`src/rtl/spd_cmd_pkg.sv`:
```
package spd_cmd_pkg;

    localparam int BYTE_W  = 8;
    localparam int PIN_W   = 3;
    localparam int POS_W   = 2;
    localparam int NUM_BLK = 4;
    localparam int BLK_W   = $clog2(NUM_BLK);
    localparam int NIB_W   = BYTE_W / 2;

    localparam logic [NIB_W-1:0] PRE_TEMP = 4'b0011;
    localparam logic [NIB_W-1:0] PRE_MEM  = 4'b1010;
    localparam logic [NIB_W-1:0] PRE_UTIL = 4'b0110;

    localparam logic [PIN_W-1:0] UC_CLEAR = 3'b011;
    localparam logic [PIN_W-1:0] UC_PAGE0 = 3'b110;

    typedef enum logic [1:0] {
        TGT_NONE = 2'd0,
        TGT_TEMP = 2'd1,
        TGT_MEM  = 2'd2,
        TGT_UTIL = 2'd3
    } tgt_e;

    typedef enum logic [2:0] {
        CMD_NONE,
        CMD_TEMP,
        CMD_MEM,
        CMD_SWP,
        CMD_CWP,
        CMD_RPS,
        CMD_SPA,
        CMD_RPA
    } cmd_e;

    typedef struct packed {
        cmd_e             cmd;
        logic             rd;
        logic [BLK_W-1:0] blk;
        logic             page;
        logic             ack;
    } dec_t;

    function automatic logic is_blk_code(input logic [PIN_W-1:0] code);
        case (code)
            3'b001, 3'b100, 3'b101, 3'b000: is_blk_code = 1'b1;
            default:                        is_blk_code = 1'b0;
        endcase
    endfunction

    function automatic logic [BLK_W-1:0] blk_of_code(input logic [PIN_W-1:0] code);
        case (code)
            3'b001:  blk_of_code = 2'd0;
            3'b100:  blk_of_code = 2'd1;
            3'b101:  blk_of_code = 2'd2;
            default: blk_of_code = 2'd3;
        endcase
    endfunction

    function automatic tgt_e tgt_of_cmd(input cmd_e c);
        case (c)
            CMD_NONE: tgt_of_cmd = TGT_NONE;
            CMD_TEMP: tgt_of_cmd = TGT_TEMP;
            CMD_MEM:  tgt_of_cmd = TGT_MEM;
            default:  tgt_of_cmd = TGT_UTIL;
        endcase
    endfunction

endpackage

```
`src/rtl/spd_addr_decode.sv`:
```
module spd_addr_decode
    import spd_cmd_pkg::*;
(
    input  logic [BYTE_W-1:0]  byte_in,
    input  logic [PIN_W-1:0]   pins,
    input  logic [NUM_BLK-1:0] prot,
    input  logic               bank,
    input  logic               busy,
    output dec_t               dec
);

    logic [NIB_W-1:0] pre;
    logic [PIN_W-1:0] code;
    logic             rd;

    assign pre  = byte_in[BYTE_W-1 -: NIB_W];
    assign code = byte_in[PIN_W:1];
    assign rd   = byte_in[0];

    always_comb begin
        dec      = '0;
        dec.cmd  = CMD_NONE;
        dec.rd   = rd;
        dec.blk  = blk_of_code(code);
        dec.page = code[0];
        case (pre)
            PRE_TEMP: begin
                if (code == pins) begin
                    dec.cmd = CMD_TEMP;
                    dec.ack = 1'b1;
                end
            end
            PRE_MEM: begin
                if (code == pins) begin
                    dec.cmd = CMD_MEM;
                    dec.ack = 1'b1;
                end
            end
            PRE_UTIL: begin
                if (is_blk_code(code)) begin
                    dec.cmd = rd ? CMD_RPS : CMD_SWP;
                    dec.ack = !prot[blk_of_code(code)];
                end else if (code == UC_CLEAR && !rd) begin
                    dec.cmd = CMD_CWP;
                    dec.ack = 1'b1;
                end else if (code[PIN_W-1:1] == UC_PAGE0[PIN_W-1:1] && !rd) begin
                    dec.cmd = CMD_SPA;
                    dec.ack = 1'b1;
                end else if (code == UC_PAGE0 && rd) begin
                    dec.cmd = CMD_RPA;
                    dec.ack = !bank;
                end
            end
            default: ;
        endcase
        if (busy) begin
            dec.ack = 1'b0;
        end
    end

endmodule

```
`src/rtl/spd_prot_store.sv`:
```
module spd_prot_store
    import spd_cmd_pkg::*;
(
    input  logic               clk,
    input  logic               rst,
    input  logic               set_en,
    input  logic [BLK_W-1:0]   set_blk,
    input  logic               clr_all,
    input  logic               bank_wr,
    input  logic               bank_val,
    input  logic [BYTE_W-1:0]  chk_addr,
    output logic [NUM_BLK-1:0] prot,
    output logic               bank,
    output logic               wr_ok
);

    logic             bank_q;
    logic [BLK_W-1:0] chk_blk;

    for (genvar g = 0; g < NUM_BLK; g++) begin : g_flag
        logic flag_q = 1'b0;
        always_ff @(posedge clk) begin
            if (clr_all) begin
                flag_q <= 1'b0;
            end else if (set_en && set_blk == BLK_W'(g)) begin
                flag_q <= 1'b1;
            end
        end
        assign prot[g] = flag_q;
    end

    always_ff @(posedge clk) begin
        if (rst) begin
            bank_q <= 1'b0;
        end else if (bank_wr) begin
            bank_q <= bank_val;
        end
    end

    assign bank    = bank_q;
    assign chk_blk = {bank_q, chk_addr[BYTE_W-1]};
    assign wr_ok   = !prot[chk_blk];

    AST_PROT_HOLD: assert property (@(posedge clk) disable iff (rst)
        !(set_en || clr_all) |=> $stable(prot)) else $error("flags moved");
    AST_BANK_RESET: assert property (@(posedge clk)
        rst |=> !bank_q) else $error("bank not cleared");
    AST_BANK_HOLD: assert property (@(posedge clk) disable iff (rst)
        !bank_wr |=> $stable(bank_q)) else $error("bank moved");
    AST_CLR_ALL: assert property (@(posedge clk) disable iff (rst)
        clr_all |=> (prot == '0)) else $error("clear failed");

endmodule

```
`src/rtl/spd_cmd_decoder.sv`:
```
module spd_cmd_decoder
    import spd_cmd_pkg::*;
(
    input  logic              clk,
    input  logic              rst,
    input  logic              i_start,
    input  logic              i_stop,
    input  logic              i_byte_vld,
    input  logic [BYTE_W-1:0] i_byte,
    input  logic [POS_W-1:0]  i_pos,
    input  logic [PIN_W-1:0]  i_pins,
    input  logic              i_hv,
    input  logic              i_busy,
    input  logic [BYTE_W-1:0] i_wr_addr,
    output logic              o_ack_vld,
    output logic              o_ack,
    output logic [1:0]        o_tgt,
    output logic              o_bank,
    output logic              o_wr_ok,
    output logic              o_wc_req
);

    localparam logic [POS_W-1:0] POS_ADDR = POS_W'(0);
    localparam logic [POS_W-1:0] POS_SEC  = POS_W'(1);
    localparam logic [POS_W-1:0] POS_THD  = POS_W'(2);

    dec_t               dec;
    logic [NUM_BLK-1:0] prot;

    cmd_e               s_cmd;
    logic               s_rd;
    logic [BLK_W-1:0]   s_blk;
    logic               s_page;
    logic               s_alive;
    logic               s_hv;
    logic               s_pend;
    tgt_e               tgt_q;

    logic               hv_now;
    logic               byte_ack;
    logic               pend_set;
    logic               act;
    logic               set_en;
    logic               clr_all;
    logic               bank_wr;
    logic               stop_wc;

    spd_addr_decode u_dec (
        .byte_in (i_byte),
        .pins    (i_pins),
        .prot    (prot),
        .bank    (o_bank),
        .busy    (i_busy),
        .dec     (dec)
    );

    spd_prot_store u_store (
        .clk      (clk),
        .rst      (rst),
        .set_en   (set_en),
        .set_blk  (s_blk),
        .clr_all  (clr_all),
        .bank_wr  (bank_wr),
        .bank_val (s_page),
        .chk_addr (i_wr_addr),
        .prot     (prot),
        .bank     (o_bank),
        .wr_ok    (o_wr_ok)
    );

    assign hv_now = s_hv & i_hv;

    always_comb begin
        byte_ack = 1'b0;
        pend_set = 1'b0;
        if (i_pos == POS_ADDR) begin
            byte_ack = dec.ack;
        end else if (s_alive && !s_rd) begin
            case (s_cmd)
                CMD_TEMP: byte_ack = 1'b1;
                CMD_MEM: begin
                    byte_ack = 1'b1;
                    pend_set = 1'b1;
                end
                CMD_SWP, CMD_CWP: begin
                    if (i_pos == POS_SEC) begin
                        byte_ack = 1'b1;
                    end else if (i_pos == POS_THD) begin
                        byte_ack = hv_now;
                        pend_set = hv_now;
                    end
                end
                CMD_SPA: begin
                    byte_ack = (i_pos == POS_SEC);
                    pend_set = (i_pos == POS_THD);
                end
                default: ;
            endcase
        end
    end

    assign act     = s_alive && s_pend && i_stop && !i_start;
    assign set_en  = act && s_cmd == CMD_SWP && hv_now;
    assign clr_all = act && s_cmd == CMD_CWP && hv_now;
    assign bank_wr = act && s_cmd == CMD_SPA;
    assign stop_wc = set_en || clr_all || (act && s_cmd == CMD_MEM);

    always_ff @(posedge clk) begin
        if (rst) begin
            s_cmd     <= CMD_NONE;
            s_rd      <= 1'b0;
            s_blk     <= '0;
            s_page    <= 1'b0;
            s_alive   <= 1'b0;
            s_hv      <= 1'b0;
            s_pend    <= 1'b0;
            tgt_q     <= TGT_NONE;
            o_ack_vld <= 1'b0;
            o_ack     <= 1'b0;
            o_wc_req  <= 1'b0;
        end else begin
            o_ack_vld <= i_byte_vld;
            o_ack     <= i_byte_vld && byte_ack;
            o_wc_req  <= stop_wc;
            if (i_start) begin
                s_cmd   <= CMD_NONE;
                s_alive <= 1'b0;
                s_pend  <= 1'b0;
                s_hv    <= i_hv;
                tgt_q   <= TGT_NONE;
            end else begin
                s_hv <= s_hv & i_hv;
                if (i_stop) begin
                    s_cmd   <= CMD_NONE;
                    s_alive <= 1'b0;
                    s_pend  <= 1'b0;
                    tgt_q   <= TGT_NONE;
                end else if (i_byte_vld) begin
                    if (i_pos == POS_ADDR) begin
                        s_cmd   <= dec.ack ? dec.cmd : CMD_NONE;
                        s_rd    <= dec.rd;
                        s_blk   <= dec.blk;
                        s_page  <= dec.page;
                        s_alive <= dec.ack;
                        s_pend  <= 1'b0;
                        tgt_q   <= dec.ack ? tgt_of_cmd(dec.cmd) : TGT_NONE;
                    end else if (pend_set) begin
                        s_pend <= 1'b1;
                    end
                end
            end
        end
    end

    assign o_tgt = tgt_q;

    AST_BUSY_NACK: assert property (@(posedge clk) disable iff (rst)
        (i_byte_vld && i_pos == POS_ADDR && i_busy) |=> (o_ack_vld && !o_ack))
        else $error("busy acked");
    AST_WC_AFTER_STOP: assert property (@(posedge clk) disable iff (rst)
        o_wc_req |-> $past(i_stop)) else $error("stray write cycle");
    AST_PAGE_QUERY: assert property (@(posedge clk) disable iff (rst)
        (i_byte_vld && i_pos == POS_ADDR && i_byte == 8'h6D && !i_busy && !i_stop)
        |=> (o_ack == !o_bank)) else $error("page query");
    AST_READ_NO_ACK: assert property (@(posedge clk) disable iff (rst)
        (i_byte_vld && i_pos != POS_ADDR && s_rd && !i_start) |=> !o_ack)
        else $error("read byte acked");
    AST_TGT_CLEAR: assert property (@(posedge clk) disable iff (rst)
        i_stop |=> (o_tgt == TGT_NONE)) else $error("target kept");

endmodule

```
`config.mk`:
```
export PLATFORM = sky130hd
export DESIGN_NAME = spd_cmd_decoder
export DESIGN_NICKNAME = d
export VERILOG_FILES = /design/src/rtl/spd_cmd_pkg.sv /design/src/rtl/spd_addr_decode.sv /design/src/rtl/spd_prot_store.sv /design/src/rtl/spd_cmd_decoder.sv
export SDC_FILE = /design/constraint.sdc
export NUM_CORES = 1
export LEC_CHECK = 0
export ABC_AREA = 1
export BUFFER_PORTS_ARGS = -buffer_cell sky130_fd_sc_hd__buf_2
export CELL_PAD_IN_SITES_DETAIL_PLACEMENT = 1
export CELL_PAD_IN_SITES_GLOBAL_PLACEMENT = 1
export CORE_MARGIN = 8
export CORE_UTILIZATION = 37
export CTS_BUF_LIST = sky130_fd_sc_hd__clkbuf_2 sky130_fd_sc_hd__clkbuf_4 sky130_fd_sc_hd__clkbuf_8
export DETAILED_ROUTE_END_ITERATION = 10
export GPL_TIMING_DRIVEN = 0
export PLACE_DENSITY = 0.92
export SKIP_CTS_REPAIR_TIMING = 1
export SYNTH_ARGS = -nofsm -noshare
export SYNTH_HDL_FRONTEND = slang
export SYNTH_HIERARCHICAL = 1
export SYNTH_SLANG_ARGS = --single-unit
```
`constraint.sdc`:
```
create_clock -name clk -period 1.5 [get_ports clk]
set_input_delay 0.225 -clock clk [delete_from_list [all_inputs] [get_ports clk]]
set_output_delay 0.225 -clock clk [all_outputs]
set_load 0.03 [all_outputs]
```
==> out/summary.txt <==
Crit-path max FO - 5
Detailed Routing Iterations Pass 1 - 4
Post-place setup slack - -0.0740 ns
Max Cap Viol - 0
Synthesis Warnings - 6
Slew HR - 76.7%
Worst EP required - 1.73 ns
Largest net degree at the start of global routing - 12
Area Overhead vs Synth - 18.5%
Synth Net Count - 220
Pleak - 0.734 nW
Total power - 0.00101 W
Clock sinks - 20
Ant. Diodes - 0
CP Depth - 10
Post-route setup TNS - 0 ns
Area post-placement - 1430 um2
First-pass GRT wire length - 5800 um
ANT nets after route - 0
Seq. cell area - 409 um2
Finished Cell Area - 1480 um2
Maximum VDD drop - 414 uV
Row cnt - 21
Initial DRC Count - 59
Initial Util - 38.0%
Final RePlAce weighted congestion - 0.828
I/O pin cnt - 35
Fin crit share - 97.3%
Critical path buffer and inverter count - 2
Final slew viol count - 0
Post-DP HPWL - 2790 um
Max incr delay on CP - 0.38 ns
Synthesized cell area - 1250 um2
H-tree lvl count - 1
DR vias - 1286
Outcome - finished, final reports clean
Layout fillers - 471
Total gr overflow - 0
Syn Area/Cell - 6.50 um2
Cells on worst reg2reg path - 10
DR WL/cell - 12.9 um
Seq/Total Area, Yosys - 32.1%
Final nets - 247
Crit path top cell by count - nand2_2
Clock Latency Late Sink - 0.31 ns
Critical Path, Cell by Cell - nand3b_1, a21oi_2, nand2_2, a21oi_2, nand2_2, inv_2, nand2_2, inv_2, nand2_2, o211ai_1
Worst Setup Path Type - flop to flop
Initial antenna violation count - 0
Unique masters post-synth - 29
Clk root buf - clkbuf_4
Total GRT Usage - 13.3%
HP Class - input pin to flop
Layout Utilization - 45.1%
Drt total wl - 3410 um
Die area - 5490 um2
Final hold vios - 0
Clock slew at reported path FFs - 0.11 ns
CTS tree - yes
Clk_skew - 0.00940 ns
Floorplan core area - 3280 um2
FMAX - 685 MHz
CP endpoint kind - flop
Fin worst setup slack - 0.0400 ns
CP delay by family, top - simple AND/OR/NAND/NOR gates
Cells on Worst Hold Path - 2
Worst-margin pin slew - 0.346 ns
Worst path slowest cell - dfxtp_4
Fin crit period - 1.46 ns
Share of cells above drive strength 1 - 31.2%
Die X - 74.1 um
Power density cells - 685 nW/um2
CTS max path bufs - 2
IO buf count - 25
Vias per cell - 4.87
Gate Count Post-Synth - 192
Area occupied by multi-input gates - 681 um2
Crit path DAT - 1.69 ns
Vias in the first global route - 1346
Endpoints failing setup - 0
Die Span Y - 74.1 um
Drc violations - 0
Yosys reg bits - 20
CTS Buf Count - 3
Worst Setup Start Kind - flop
-- cell type report --
type                       instances  share of cell area, %
tap                               46                   3.89
timing repair buffer              26                   8.96
buffer                             5                   2.62
sequential                        20                   27.6
multi-input combinational        132                   46.0
clock buffer                       4                   2.45
inverter                          31                   8.45
-- metrics by stage --
stage	hold WS, ns	std cells
3_5_place_dp	0.411	263
5_1_grt	0.0737	264
2_1_floorplan	0.294	192
3_3_place_gp	0.412	263
6_report	0.0625	264
4_1_cts	0.0675	267
-- where the power goes --
group          internal [W]  switching, W  leakage, nW  total [W]
combinational     0.0000605      0.000100        0.553   0.000161
sequential         0.000533    0.00000251        0.161   0.000536
clock              0.000148      0.000169       0.0210   0.000318
total              0.000742      0.000272        0.734    0.00101
-- synthesized netlist by cell type (all sizes together) --
cell type | n | area share [%]
o211ai | 2 | 1.2
nand3b | 2 | 1.2
xnor2 | 1 | 0.70
nand3 | 22 | 9.6
nor4 | 2 | 1.0
clkinv | 1 | 0.40
nand2 | 50 | 16
inv | 30 | 9.6
a211oi | 1 | 0.60
xor2 | 2 | 1.4
buf | 9 | 5.5
nor2 | 19 | 6.5
nand4 | 4 | 2.0
or2 | 2 | 1.0
a21oi | 15 | 6.6
o22ai | 2 | 1.0
nor3 | 2 | 0.80
o21ai | 5 | 2.0
dfxtp | 20 | 32
o32ai | 1 | 0.70
-- flip-flops by register name, summed over array words and instances, names as in the netlist --
register and flops:
o_wc_req 1, s_hv 1, s_pend 1, s_page 1, u_store/g_flag.flag_q 4, s_blk 2
o_ack_vld 1, o_ack 1, s_alive 1, s_cmd 3, u_store/bank 1, o_tgt 2
s_rd 1
-- worst reg2reg max path, cell delays in order, from the launching register on --
cell and delay [ns]:
dfxtp_4 0.38, nand3b_1 0.17, a21oi_2 0.16, nand2_2 0.09
a21oi_2 0.15, nand2_2 0.07, inv_2 0.06, nand2_2 0.06
inv_2 0.07, nand2_2 0.06, o211ai_1 0.11
-- per-layer routing --
| metal | vias to the layer above | wire length [um] | track usage [%] |
|---|---|---|---|
| met5 | - | 0 | 0 |
| met4 | 0 | 29 | 3.77 |
| met3 | 4 | 136 | 3.50 |
| met2 | 17 | 1790 | 24.3 |
| met1 | 598 | 1450 | 14.7 |
| li1 | 667 | - | - |
-- layout by cell type (no fill, tap or decap), types with 2 or more instances in the layout --
cell	n
clkbuf_4	3
a21oi_2	3
nand3b_1	2
inv_1	24
a21oi_1	12
xor2_1	2
nor2_2	4
or2_1	2
nand3_2	4
o21ai_0	3
nand2_1	40
dfxtp_1	15
o211ai_1	2
nand4_1	4
buf_4	4
buf_2	26
o21ai_1	2
dfxtp_2	4
o22ai_1	2
nor4_1	2
nand3_1	18
nor2_1	15
nand2_2	10
nor3_1	2
inv_2	5
-- path summary, 6_finish.rpt --
check,start,end,slack [ns]
min reg2reg,s_page$_SDFFE_PP0P_,u_store/bank$_SDFFE_PP0P_,0.47
min,rst,u_store/bank$_SDFFE_PP0P_,0.06
max reg2reg,u_store/bank$_SDFFE_PP0P_,o_tgt[0]$_SDFFE_PP0P_,0.04
max,u_store/bank$_SDFFE_PP0P_,o_tgt[0]$_SDFFE_PP0P_,0.04
-- cell families after synthesis --
family                 Yosys count  synth area share [%]
AO/OA/AOI/OAI                   26                  12.1
buffers and inverters           40                  15.5
flip-flops                      20                  32.1
XOR/XNOR                         3                  2.10
AND/OR/NAND/NOR                103                  38.2
(Power assumes the default switching activity.)
